$ cat src/rtl/tmg_pkg.sv
`timescale 1ns/1ps
package tmg_pkg;

  typedef enum logic [2:0] {
    SRC_SLOT  = 3'd0,
    SRC_FRAME = 3'd1,
    SRC_SEQ   = 3'd2,
    SRC_ESEQ  = 3'd3,
    SRC_SFN   = 3'd4
  } src_e;

  typedef struct packed {
    logic slot;
    logic frame;
    logic seq;
    logic eseq;
    logic sfn;
  } evt_t;

endpackage

$ cat src/rtl/tmg_timebase.sv
`timescale 1ns/1ps
module tmg_timebase #(
  parameter int SLOT_CHIPS      = 2560,
  parameter int SLOTS_PER_FRAME = 15,
  parameter int SFN_FRAMES      = 4096,
  parameter int TS_W            = 16
) (
  input  logic            clk,
  input  logic            rst_n,
  input  logic            chip_en,
  input  logic            restart,
  output logic            slot_ev,
  output logic            frame_ev,
  output logic            sfn_ev,
  output logic [TS_W-1:0] tstamp
);
  localparam int CW = $clog2(SLOT_CHIPS);
  localparam int SW = $clog2(SLOTS_PER_FRAME);
  localparam int FW = $clog2(SFN_FRAMES);
  localparam logic [CW-1:0] CHIP_LAST = CW'(SLOT_CHIPS - 1);
  localparam logic [SW-1:0] SLOT_LAST = SW'(SLOTS_PER_FRAME - 1);
  localparam logic [FW-1:0] SFN_LAST  = FW'(SFN_FRAMES - 1);

  logic [CW-1:0]   chip_q, chip_d;
  logic [SW-1:0]   slot_q, slot_d;
  logic [FW-1:0]   sfn_q,  sfn_d;
  logic [TS_W-1:0] ts_q,   ts_d;
  logic            chip_last, slot_last, sfn_last;

  assign chip_last = (chip_q == CHIP_LAST);
  assign slot_last = (slot_q == SLOT_LAST);
  assign sfn_last  = (sfn_q  == SFN_LAST);

  always_comb begin
    chip_d = chip_q;
    slot_d = slot_q;
    sfn_d  = sfn_q;
    ts_d   = ts_q;
    if (restart) begin
      chip_d = '0;
      slot_d = '0;
      sfn_d  = '0;
      ts_d   = '0;
    end else if (chip_en) begin
      ts_d = ts_q + 1'b1;
      if (chip_last) begin
        chip_d = '0;
        if (slot_last) begin
          slot_d = '0;
          sfn_d  = sfn_last ? '0 : sfn_q + 1'b1;
        end else begin
          slot_d = slot_q + 1'b1;
        end
      end else begin
        chip_d = chip_q + 1'b1;
      end
    end
  end

  always_ff @(posedge clk or negedge rst_n) begin
    if (!rst_n) begin
      chip_q <= '0;
      slot_q <= '0;
      sfn_q  <= '0;
      ts_q   <= '0;
    end else begin
      chip_q <= chip_d;
      slot_q <= slot_d;
      sfn_q  <= sfn_d;
      ts_q   <= ts_d;
    end
  end

  assign slot_ev  = (chip_q == '0);
  assign frame_ev = slot_ev && (slot_q == '0);
  assign sfn_ev   = frame_ev && (sfn_q == '0);
  assign tstamp   = ts_q;

  // the last chip of a slot is followed by chip 0
  a_r1_chip_wrap: assert property (@(posedge clk) disable iff (!rst_n)
    (chip_en && !restart && chip_last) |=> (chip_q == '0));

  // without a chip strobe the timebase holds
  a_r8_hold: assert property (@(posedge clk) disable iff (!rst_n)
    (!chip_en && !restart) |=> ($stable(chip_q) && $stable(slot_q) && $stable(sfn_q)));

  // restart lands on the common origin
  a_r9_restart_origin: assert property (@(posedge clk) disable iff (!rst_n)
    restart |=> (sfn_ev && ts_q == '0));

  // the frame number steps by one at each frame end until it wraps
  a_r3_sfn_step: assert property (@(posedge clk) disable iff (!rst_n)
    (chip_en && !restart && chip_last && slot_last && !sfn_last)
      |=> (sfn_q == $past(sfn_q) + 1'b1));
endmodule

$ cat src/rtl/tmg_period_cnt.sv
`timescale 1ns/1ps
module tmg_period_cnt #(
  parameter int W = 20
) (
  input  logic         clk,
  input  logic         rst_n,
  input  logic         chip_en,
  input  logic         restart,
  input  logic [W-1:0] len,
  output logic         ev
);
  logic [W-1:0] cnt_q, cnt_d;
  logic         wrap;

  // widened compare so that a length of 0 or 1 wraps on every chip
  assign wrap = ({1'b0, cnt_q} + 1'b1) >= {1'b0, len};

  always_comb begin
    cnt_d = cnt_q;
    if (restart)      cnt_d = '0;
    else if (chip_en) cnt_d = wrap ? '0 : cnt_q + 1'b1;
  end

  always_ff @(posedge clk or negedge rst_n) begin
    if (!rst_n) cnt_q <= '0;
    else        cnt_q <= cnt_d;
  end

  assign ev = (cnt_q == '0);

  // the sequence start follows a restart
  a_r9_seq_origin: assert property (@(posedge clk) disable iff (!rst_n)
    restart |=> ev);

  // short lengths keep the event on every chip
  a_r4_short_len: assert property (@(posedge clk) disable iff (!rst_n)
    (len <= W'(1) && $stable(len) && !restart && chip_en) |=> ev);
endmodule

$ cat src/rtl/tmg_delay_line.sv
`timescale 1ns/1ps
module tmg_delay_line #(
  parameter int TS_W  = 16,
  parameter int DEPTH = 16
) (
  input  logic            clk,
  input  logic            rst_n,
  input  logic            chip_en,
  input  logic            restart,
  input  logic            ev,
  input  logic [TS_W-1:0] dly,
  input  logic [TS_W-1:0] tstamp,
  output logic            fire
);
  localparam int PW = $clog2(DEPTH);
  localparam logic [PW:0] FULL = (PW+1)'(DEPTH);

  logic [TS_W-1:0] mem_q [DEPTH];
  logic [PW-1:0]   wr_q, wr_d, rd_q, rd_d;
  logic [PW:0]     cnt_q, cnt_d;
  logic [TS_W-1:0] age;
  logic            pop, push;

  assign age  = tstamp - mem_q[rd_q];
  assign fire = (cnt_q != '0) && (age == dly);
  assign pop  = chip_en && !restart && fire;
  assign push = chip_en && !restart && ev && ((cnt_q != FULL) || pop);

  always_comb begin
    wr_d  = wr_q;
    rd_d  = rd_q;
    cnt_d = cnt_q;
    if (restart) begin
      wr_d  = '0;
      rd_d  = '0;
      cnt_d = '0;
    end else begin
      if (push) wr_d = (wr_q == PW'(DEPTH - 1)) ? '0 : wr_q + 1'b1;
      if (pop)  rd_d = (rd_q == PW'(DEPTH - 1)) ? '0 : rd_q + 1'b1;
      case ({push, pop})
        2'b10:   cnt_d = cnt_q + 1'b1;
        2'b01:   cnt_d = cnt_q - 1'b1;
        default: cnt_d = cnt_q;
      endcase
    end
  end

  always_ff @(posedge clk or negedge rst_n) begin
    if (!rst_n) begin
      wr_q  <= '0;
      rd_q  <= '0;
      cnt_q <= '0;
    end else begin
      wr_q  <= wr_d;
      rd_q  <= rd_d;
      cnt_q <= cnt_d;
    end
  end

  always_ff @(posedge clk) begin
    if (push) mem_q[wr_q] <= tstamp;
  end

  // occupancy never exceeds the queue depth
  a_r10_no_overflow: assert property (@(posedge clk) disable iff (!rst_n)
    cnt_q <= FULL);

  // a full queue with nothing leaving stays full
  a_r10_full_hold: assert property (@(posedge clk) disable iff (!rst_n)
    (cnt_q == FULL && chip_en && !restart && !fire) |=> (cnt_q == FULL));

  // restart empties the queue
  a_r9_flush: assert property (@(posedge clk) disable iff (!rst_n)
    restart |=> (cnt_q == '0 && !fire));
endmodule

$ cat src/rtl/tmg_trigger_out.sv
`timescale 1ns/1ps
module tmg_trigger_out
  import tmg_pkg::*;
#(
  parameter int TS_W        = 16,
  parameter int DEPTH       = 16,
  parameter int FRAME_CHIPS = 38400
) (
  input  logic            clk,
  input  logic            rst_n,
  input  logic            chip_en,
  input  logic            restart,
  input  evt_t            evt,
  input  logic [2:0]      sel,
  input  logic            pol,
  input  logic [TS_W-1:0] dly_raw,
  input  logic [TS_W-1:0] tstamp,
  output logic            trig
);
  localparam logic [TS_W-1:0] DMAX = TS_W'(FRAME_CHIPS - 1);

  logic [TS_W-1:0] dly;
  logic            ev_sel, direct, fire, marker;

  assign dly    = (dly_raw > DMAX) ? DMAX : dly_raw;
  assign direct = (dly == '0);

  always_comb begin
    case (sel)
      SRC_SLOT:  ev_sel = evt.slot;
      SRC_FRAME: ev_sel = evt.frame;
      SRC_SEQ:   ev_sel = evt.seq;
      SRC_ESEQ:  ev_sel = evt.eseq;
      SRC_SFN:   ev_sel = evt.sfn;
      default:   ev_sel = 1'b0;
    endcase
  end

  tmg_delay_line #(.TS_W(TS_W), .DEPTH(DEPTH)) u_dl (
    .clk     (clk),
    .rst_n   (rst_n),
    .chip_en (chip_en),
    .restart (restart),
    .ev      (ev_sel && !direct),
    .dly     (dly),
    .tstamp  (tstamp),
    .fire    (fire)
  );

  assign marker = direct ? ev_sel : fire;
  assign trig   = marker ^ pol;

  // unused source codes leave the output at its inactive level
  a_r5_unused_idle: assert property (@(posedge clk) disable iff (!rst_n)
    (sel > 3'd4) |-> (trig == pol));

  // an undelayed slot selection follows the timebase event
  a_r7_zero_delay: assert property (@(posedge clk) disable iff (!rst_n)
    (dly_raw == '0 && sel == 3'd0) |-> ((trig ^ pol) == evt.slot));
endmodule

$ cat src/rtl/tmg_trigger_gen.sv
`timescale 1ns/1ps
module tmg_trigger_gen
  import tmg_pkg::*;
#(
  parameter int SLOT_CHIPS      = 2560,
  parameter int SLOTS_PER_FRAME = 15,
  parameter int SFN_FRAMES      = 4096,
  parameter int SEQ_W           = 20,
  parameter int DEPTH           = 16,
  parameter int NOUT            = 2,
  parameter int FRAME_CHIPS     = SLOT_CHIPS * SLOTS_PER_FRAME,
  parameter int TS_W            = $clog2(FRAME_CHIPS)
) (
  input  logic             clk,
  input  logic             rst_n,
  input  logic             chip_en,
  input  logic             restart,
  input  logic [SEQ_W-1:0] seq_len,
  input  logic [SEQ_W-1:0] eseq_len,
  input  logic [2:0]       sel0,
  input  logic             pol0,
  input  logic [TS_W-1:0]  dly0,
  input  logic [2:0]       sel1,
  input  logic             pol1,
  input  logic [TS_W-1:0]  dly1,
  output logic             trig0,
  output logic             trig1
);
  evt_t            evt;
  logic [TS_W-1:0] tstamp;
  logic [2:0]      sel_a [NOUT];
  logic            pol_a [NOUT];
  logic [TS_W-1:0] dly_a [NOUT];
  logic            trig_a [NOUT];

  tmg_timebase #(
    .SLOT_CHIPS      (SLOT_CHIPS),
    .SLOTS_PER_FRAME (SLOTS_PER_FRAME),
    .SFN_FRAMES      (SFN_FRAMES),
    .TS_W            (TS_W)
  ) u_tb (
    .clk      (clk),
    .rst_n    (rst_n),
    .chip_en  (chip_en),
    .restart  (restart),
    .slot_ev  (evt.slot),
    .frame_ev (evt.frame),
    .sfn_ev   (evt.sfn),
    .tstamp   (tstamp)
  );

  tmg_period_cnt #(.W(SEQ_W)) u_seq (
    .clk (clk), .rst_n (rst_n), .chip_en (chip_en), .restart (restart),
    .len (seq_len), .ev (evt.seq)
  );

  tmg_period_cnt #(.W(SEQ_W)) u_eseq (
    .clk (clk), .rst_n (rst_n), .chip_en (chip_en), .restart (restart),
    .len (eseq_len), .ev (evt.eseq)
  );

  assign sel_a[0] = sel0;
  assign pol_a[0] = pol0;
  assign dly_a[0] = dly0;
  assign sel_a[1] = sel1;
  assign pol_a[1] = pol1;
  assign dly_a[1] = dly1;

  for (genvar g = 0; g < NOUT; g++) begin : g_out
    tmg_trigger_out #(
      .TS_W        (TS_W),
      .DEPTH       (DEPTH),
      .FRAME_CHIPS (FRAME_CHIPS)
    ) u_out (
      .clk     (clk),
      .rst_n   (rst_n),
      .chip_en (chip_en),
      .restart (restart),
      .evt     (evt),
      .sel     (sel_a[g]),
      .pol     (pol_a[g]),
      .dly_raw (dly_a[g]),
      .tstamp  (tstamp),
      .trig    (trig_a[g])
    );
  end

  assign trig0 = trig_a[0];
  assign trig1 = trig_a[1];

  // identical settings on both outputs give identical markers
  a_r12_match: assert property (@(posedge clk) disable iff (!rst_n)
    (sel0 == sel1 && pol0 == pol1 && dly0 == '0 && dly1 == '0) |-> (trig0 == trig1));
endmodule

$ cat config.mk
export PLATFORM = sky130hd
export DESIGN_NAME = tmg_trigger_gen
export DESIGN_NICKNAME = d
export VERILOG_FILES = /design/src/rtl/tmg_pkg.sv /design/src/rtl/tmg_timebase.sv /design/src/rtl/tmg_period_cnt.sv /design/src/rtl/tmg_delay_line.sv /design/src/rtl/tmg_trigger_out.sv /design/src/rtl/tmg_trigger_gen.sv
export SDC_FILE = /design/constraint.sdc
export NUM_CORES = 1
export LEC_CHECK = 0
export BUFFER_PORTS_ARGS = -buffer_cell sky130_fd_sc_hd__buf_2
export CAP_MARGIN = 20
export CORE_MARGIN = 2
export CORE_UTILIZATION = 50
export DETAILED_ROUTE_END_ITERATION = 7
export PLACE_DENSITY = 0.72
export SLEW_MARGIN = 20
export SYNTH_ARGS = -nofsm -noshare
export SYNTH_HDL_FRONTEND = slang
export SYNTH_SLANG_ARGS = --single-unit
$ cat constraint.sdc
create_clock -name clk -period 11.2 [get_ports clk]
set_input_delay 2.24 -clock clk [delete_from_list [all_inputs] [get_ports clk]]
set_output_delay 2.24 -clock clk [all_outputs]
set_load 0.03 [all_outputs]
==> impl_metrics.yaml, run 1 <==
timing:
  clock.fmax_mhz: 108.8
  hold_viol: 0
  rsz0062_at_grt: "false"
  hold_ws_ns: 0.5271
  min_period_ns: 9.187
  max_slew_margin_pct: 24.83
  fin_skew_ns: 0.02289
  finalSetupViolCount: 0
  worst_slack_ns: 2.013
  fin_setup_tns_ns: 0
  tightest_slew_ns: 1.127
  maxSlewViolCount: 0
  period_share_pct: 82.03
clock_tree:
  cts_buffers: 60
  cts-root-buf: "clkbuf_16"
  cts.sinks: 622
  htree_levels: 2
  cts_setup_buffers: 0
  clkLatencyLatePin_ns: 0.64
  clk_pin_slew_worst_paths_ns: 0.07
  cts_buffer_depth: 3
  ctsHoldBuffers: 0
  cts_resized: 0
  cts_tree: "done"
floorplan:
  die_area_um2: 61870
  start_util_pct: 50.64
  core_um2: 59130
  io_pins: 86
  fp-row-count: 89
  die_y_um: 248.7
  die_w_um: 248.7
layout:
  final_cell_area_um2: 33300
  num-nets-final: 2317
  fillCellCount: 4570
  utilization_pct: 56.31
  final_layout_size_suffix_gt1_share_pct: 18.80
  fin_cells: 2953
  area_growth_pct: 11.19
logic_synthesis:
  yosysSeqAreaShare_pct: 60.53
  synth-seq-cells: 622
  synth_ff_type: "edfxtp_1"
  syn-cell-area_um2: 29950
  async_flop_share_pct: 17.68
  yosys.area.top_type: "edfxtp_1"
  ys_top_cells_by_count: "edfxtp_1 (512), mux4_2 (159), inv_1 (116)"
  synth_top_area_share_pct: 51.34
  ys_types: 92
  netlist_top_cells_area: "edfxtp_1 (51%), mux4_2 (12%), dfrtp_1 (9.2%), ha_1 (4.3%), xor2_1 (1.6%)"
  synth_cells: 2028
  synth-edff-count: 512
  avgSynthCellArea_um2: 14.77
  synth.net_count: 2220
  synth.most_common_cell: "edfxtp_1"
  ys_warn_count: 0
setup_path:
  startpoint_type: "flop"
  r2r_slack_ns: 3.41
  crit_family: "simple AND/OR/NAND/NOR gates"
  slowest_stage: "dfrtp_4"
  worstReg2RegStart: "g_out[0].u_out.u_dl.rd_q[0]"
  arrival_ns: 6.95
  end_kind: "primary output"
  path_buf_inv: 2
  cp_common_cell: "mux4_2"
  crit_type: "reg2out"
  rr_endpoint: "g_out[0].u_out.u_dl.mem_q[0][9]"
  cp_cell_sequence: "buf_4 -> mux4_2 -> mux4_2 -> ha_1 -> fa_1 -> nand2b_1 -> a211oi_2 -> o21ai_1 -> xnor3_1 -> o211ai_1 -> or4_4 -> nor4_4 -> and2_1 -> mux2i_1 -> xnor2_1 -> buf_2"
  cp_max_fo: 44
  cp.required_ns: 8.96
  ff2ff_path_depth: 15
  slowest_delay_ns: 0.93
route:
  num_vias: 18060
  first_pass_iters: 7
  drt_wl_total_mm: 70.25
  drtAntennaViolNets: 0
  via_per_inst: 6.117
  drt-initial-drc-count: 1739
  detail_route.wl_per_cell_um: 23.79
  drc: 8
placement:
  place_congestion: 0.9285
  post-dp-hpwl_mm: 44.98
  io_buffers: 85
  dp.cells: 2835
  post_dp_cell_area_um2: 31340
  place_ws_ns: 2.588
worst_hold_path:
  min_path_cells: 1
  hp-class: "reg2reg"
  hold_end: "u_tb.sfn_q[11]"
  min_from: "u_tb.sfn_q[11]"
power_and_ir_drop:
  peakVddDrop_mv: 0.1239
  leakagePower_nw: 12.29
  p_per_area_nw_per_um2: 141.9
  finalPower_mw: 4.725
grt:
  grt_overflow: 0
  grt_pass1_vias: 18220
  grt_pass1_wl_mm: 108.6
  antenna_found_initial: 5
  grt_max_degree: 81
  track_usage_pct: 22.74
run_status:
  violations: "design-rule violations"
  status: "finished, violations left"
flow_run:
  max-cap-violations: 0
-- cell type report --
cell class                 count  area [um^2]  area share, %
clock buffer                  75         1589          4.772
clock inverter                37        330.3         0.9920
tap                          773        967.2          2.905
antenna                        5        12.51        0.03758
multi-input combinational   1206        11130          33.44
timing repair buffer         118        686.9          2.063
inverter                     117        439.2          1.319
sequential                   622        18140          54.47
-- worst max path at each step --
stage	start	cells after the start	end
2_1_floorplan	g_out[0].u_out.u_dl.rd_q[0]	17	trig0
3_3_place_gp	g_out[1].u_out.u_dl.rd_q[0]	16	trig1
6_report	g_out[1].u_out.u_dl.rd_q[0]	16	trig1
3_5_place_dp	g_out[1].u_out.u_dl.rd_q[0]	16	trig1
4_1_cts	g_out[1].u_out.u_dl.rd_q[0]	16	trig1
5_1_grt	g_out[1].u_out.u_dl.rd_q[0]	16	trig1
-- worst reg2reg max path, stage by stage, from the launching register on --
cell and delay, ns:
dfrtp_4 0.91, buf_4 0.67, mux4_2 0.60, mux4_2 0.48, inv_1 0.10, ha_1 0.31
nor2b_1 0.18, or4_1 0.61, a21oi_1 0.22, mux2_2 0.37, or4_1 0.55, nor3_1 0.29
nand4_1 0.23, a211oi_2 0.75, nor4bb_4 0.86, buf_4 0.35
-- state kept, by name (all words and copies together) (netlist names) --
name	cells
g_out.u_out.u_dl.cnt_q	10
g_out.u_out.u_dl.mem_q	512
g_out.u_out.u_dl.rd_q	8
g_out.u_out.u_dl.wr_q	8
u_eseq.cnt_q	20
u_seq.cnt_q	20
u_tb.chip_q	12
u_tb.sfn_q	12
u_tb.slot_q	4
u_tb.tstamp	16
-- power breakdown --
group	internal (mW)	leakage (nW)	total, mW	switching (mW)
registers	2.49	6.19	2.51	0.0167
clock network	1.10	0.917	1.98	0.881
logic	0.0897	5.19	0.229	0.139
total	3.69	12.3	4.72	1.04
-- cell families after synthesis --
kind of cell	after synthesis	share of synthesized area, %
mux	176	12.55
fa+ha+maj	108	4.613
simple gates	527	9.810
compound gates	284	6.472
buf+inv	200	2.540
xor+xnor	111	3.485
flops	622	60.53
-- routing by layer --
metal,track usage [%],vias to the layer above,share of wire [%]
met5,0,-,0.019
met4,5.974,2,2.1
met3,3.344,99,6.1
met2,37.87,602,49
met1,31.60,9248,43
li1,-,8112,-
-- cells in the final DEF (no fill, tap or decap), types with 9 or more instances in the layout --
master	netlist	layout
nor4_1	28	26
dfrtp_1	110	105
o31ai_1	11	11
nand4_1	26	26
a31oi_1	10	10
nor3_1	30	30
or4_1	11	11
xnor2_1	52	52
mux2i_1	12	12
buf_2	7	84
a22o_1	15	15
inv_1	116	116
buf_4	0	32
edfxtp_1	512	512
clkbuf_16	0	61
nor2b_1	20	20
and3_1	30	30
and4_1	12	10
nand2b_1	29	29
or3_1	15	15
clkbuf_1	57	13
nand3_1	59	59
nand2_1	106	106
clkinv_1	1	11
and4b_1	15	14
xor2_1	54	54
clkinv_2	0	10
nor2_1	87	86
a21o_1	31	31
o211ai_1	9	9
mux4_2	159	159
o21ai_0	62	62
ha_1	104	104
and2_1	13	13
a21oi_1	62	61
(Power assumes the default switching activity.)
==> run 2: changes to the inputs <==
--- a/config.mk
+++ b/config.mk
@@ -5,12 +5,13 @@
 export SDC_FILE = /design/constraint.sdc
 export NUM_CORES = 1
 export LEC_CHECK = 0
+export ABC_AREA = 1
 export BUFFER_PORTS_ARGS = -buffer_cell sky130_fd_sc_hd__buf_2
 export CAP_MARGIN = 20
 export CORE_MARGIN = 2
 export CORE_UTILIZATION = 50
 export DETAILED_ROUTE_END_ITERATION = 7
-export PLACE_DENSITY = 0.72
+export PLACE_DENSITY = 0.75
 export SLEW_MARGIN = 20
 export SYNTH_ARGS = -nofsm -noshare
 export SYNTH_HDL_FRONTEND = slang
==> constraint.sdc (replaced) <==
create_clock -name clk -period 7.9 [get_ports clk]
set_input_delay 1.58 -clock clk [delete_from_list [all_inputs] [get_ports clk]]
set_output_delay 1.58 -clock clk [all_outputs]
set_load 0.03 [all_outputs]
==> run 2 against run 1 <==
- the run now ends clean
- power rose by 54%
- hold slack better by 0.012 ns
- critical path type unchanged
- clock skew increased by 0.030 ns
- first-iteration DRC count grew 42%
- count of clock-buffer cells in the layout grew 15
==> impl_metrics.yaml, run 2 <==
run_status:
  status: "completed"
worst_hold_path:
  min_path_cells: 1
  hp-class: "reg2reg"
logic_synthesis:
  ys_top_cells_by_count: "edfxtp_1 (512), nand2_1 (477), nor2_1 (473)"
  netlist_top_cells_area: "edfxtp_1 (49%), dfrtp_1 (8.9%), nand2_1 (5.8%), nor2_1 (5.7%), o21ai_0 (5.1%)"
  yosys.area_share.simple_pct: 18.26
  synth_top_family_by_area: "simple AND/OR/NAND/NOR gates"
  avgSynthCellArea_um2: 9.742
  synth_compound_area_share_pct: 11.67
  synth_cells: 3189
  ys_warn_count: 0
  synth-edff-count: 512
  synth.area.mux_share_pct: 0
  synth_ff_type: "edfxtp_1"
  synth.most_common_cell: "edfxtp_1"
  async_flop_share_pct: 17.68
  ys_types: 52
  yosysSeqAreaShare_pct: 58.35
  synth.net_count: 3381
  syn-cell-area_um2: 31070
  yosys.area.top_type: "edfxtp_1"
  synth-seq-cells: 622
  synth-xor-area-share_pct: 1.579
  synth_top_area_share_pct: 49.49
  synthAdderAreaFrac_pct: 4.446
timing:
  fin_setup_tns_ns: 0
  max_slew_margin_pct: 37.86
  hold_viol: 0
  maxSlewViolCount: 0
  period_share_pct: 91.53
  finalSetupViolCount: 0
  rsz0062_at_grt: "false"
  hold_ws_ns: 0.5387
  worst_slack_ns: 0.6687
  min_period_ns: 7.231
  clock.fmax_mhz: 138.3
  tightest_slew_ns: 0.9294
  fin_skew_ns: 0.05303
layout:
  regMostFlops: "g_out.u_out.u_dl.mem_q"
  layout_commonest_cell: "edfxtp_1"
  utilization_pct: 56.18
  top_regs: "g_out.u_out.u_dl.mem_q: 512 flops, u_eseq.cnt_q: 20 flops, u_seq.cnt_q: 20 flops"
  diodes: 0
  area_growth_pct: 11.40
  largest_reg_flops: 512
  fin_cells: 4170
  final_cell_area_um2: 34610
  final_layout_size_suffix_gt1_share_pct: 8.461
  fillCellCount: 5176
  num-nets-final: 3474
  layout_common_cells: "edfxtp_1 (512), nand2_1 (477), nor2_1 (473)"
power_and_ir_drop:
  leakagePower_nw: 14.36
  finalPower_mw: 7.269
  p_per_area_nw_per_um2: 210.0
  peakVddDrop_mv: 0.2037
clock_tree:
  cts_setup_buffers: 0
  cts_resized: 0
  clk_pin_slew_worst_paths_ns: 0.07
  cts_buffers: 59
  htree_levels: 2
  clkLatencyLatePin_ns: 0.65
  cts_tree: "done"
  cts-root-buf: "clkbuf_16"
  ctsHoldBuffers: 0
  cts.sinks: 622
  cts_buffer_depth: 3
setup_path:
  cp.required_ns: 6.32
  r2r_slack_ns: 1.87
  crit_type: "reg2out"
  ff2ff_path_depth: 29
  cp_max_fo: 53
  end_kind: "primary output"
  startpoint_type: "flop"
  arrival_ns: 5.65
grt:
  grt_max_degree: 93
  track_usage_pct: 24.55
  grt_overflow: 0
  grt_pass1_wl_mm: 123.3
  antenna_found_initial: 1
  grt_pass1_vias: 22860
route:
  detail_route.wl_per_cell_um: 18.84
  drtAntennaViolNets: 0
  drt-initial-drc-count: 2467
  drt_wl_total_mm: 78.56
  drc: 0
  via_per_inst: 5.735
  first_pass_iters: 5
  num_vias: 23920
flow_run:
  max-cap-violations: 0
floorplan:
  die_area_um2: 64140
  die_w_um: 253.3
  start_util_pct: 50.43
  fp-row-count: 91
  core_um2: 61600
  io_pins: 86
  die_y_um: 253.3
placement:
  post_dp_cell_area_um2: 32610
  place_congestion: 0.9226
  dp.cells: 4058
  post-dp-hpwl_mm: 50.91
  place_ws_ns: 1.373
  io_buffers: 85
## run 2: cell count changes in the layout (fill, tap and decap cells not counted), moves of 52 or more
cell,before,now
nor2_1,86,473
nand2_1,106,477
o21ai_0,62,315
inv_1,116,330
mux4_2,159,0
nand3_1,59,178
o22ai_1,2,103
nand4_1,26,78
## run 2: final timing paths
kind                                              from                      endpoint
min                                     u_tb.chip_q[0]                u_tb.chip_q[0]
max reg2reg                g_out[0].u_out.u_dl.rd_q[0]  g_out[0].u_out.u_dl.cnt_q[4]
max                        g_out[0].u_out.u_dl.rd_q[0]                         trig0
max in group asynchronous                        rst_n   g_out[0].u_out.u_dl.rd_q[0]
min reg2reg                             u_tb.chip_q[0]                u_tb.chip_q[0]
min in group asynchronous                        rst_n               u_seq.cnt_q[17]
## run 2: kinds of logic after synthesis
group	after synthesis
AND/OR/NAND/NOR	1320
flip-flops	622
AO/OA/AOI/OAI	618
buffers and inverters	465
adder cells (fa/ha/maj)	108
XOR/XNOR	56
## run 2: layout make-up
type,count,area [um^2],share of cell area (%)
clock buffers,90,1723,4.978
clock inverters,22,276.5,0.7990
inverters,340,1279,3.695
multi-input cells,2102,11170,32.29
flip-flops and latches,622,18140,52.42
well taps,837,1047,3.026
repair buffers,157,968.4,2.798
## run 2: metal layers
layer	vias up	track usage (%)	routed length (um)
li1	11390	-	-
met1	11400	33.17	32710
met2	969	40.50	37180
met3	163	3.536	6055
met4	0	8.960	2614
met5	-	0	0
## run 2: worst max-delay path, cell delays in order, from the launching register on
cell and delay (ns):
dfrtp_4 0.67, clkinv_2 0.34, buf_4 0.39, o21ai_0 0.23
o22ai_1 0.10, a22o_1 0.22, a31oi_1 0.40, inv_1 0.12
fa_1 0.45, inv_1 0.12, nand3_1 0.12, nand2_1 0.16
a21oi_1 0.15, o21ai_1 0.17, xor2_1 0.23, inv_1 0.06
nor2_1 0.24, nand3_1 0.18, nand2_1 0.09, o21ai_0 0.15
xnor2_1 0.16, buf_2 0.21
## run 2: report_power, final
group	switching (mW)	internal, mW
clock network	1.24	1.64
registers	0.0359	3.55
logic	0.544	0.259
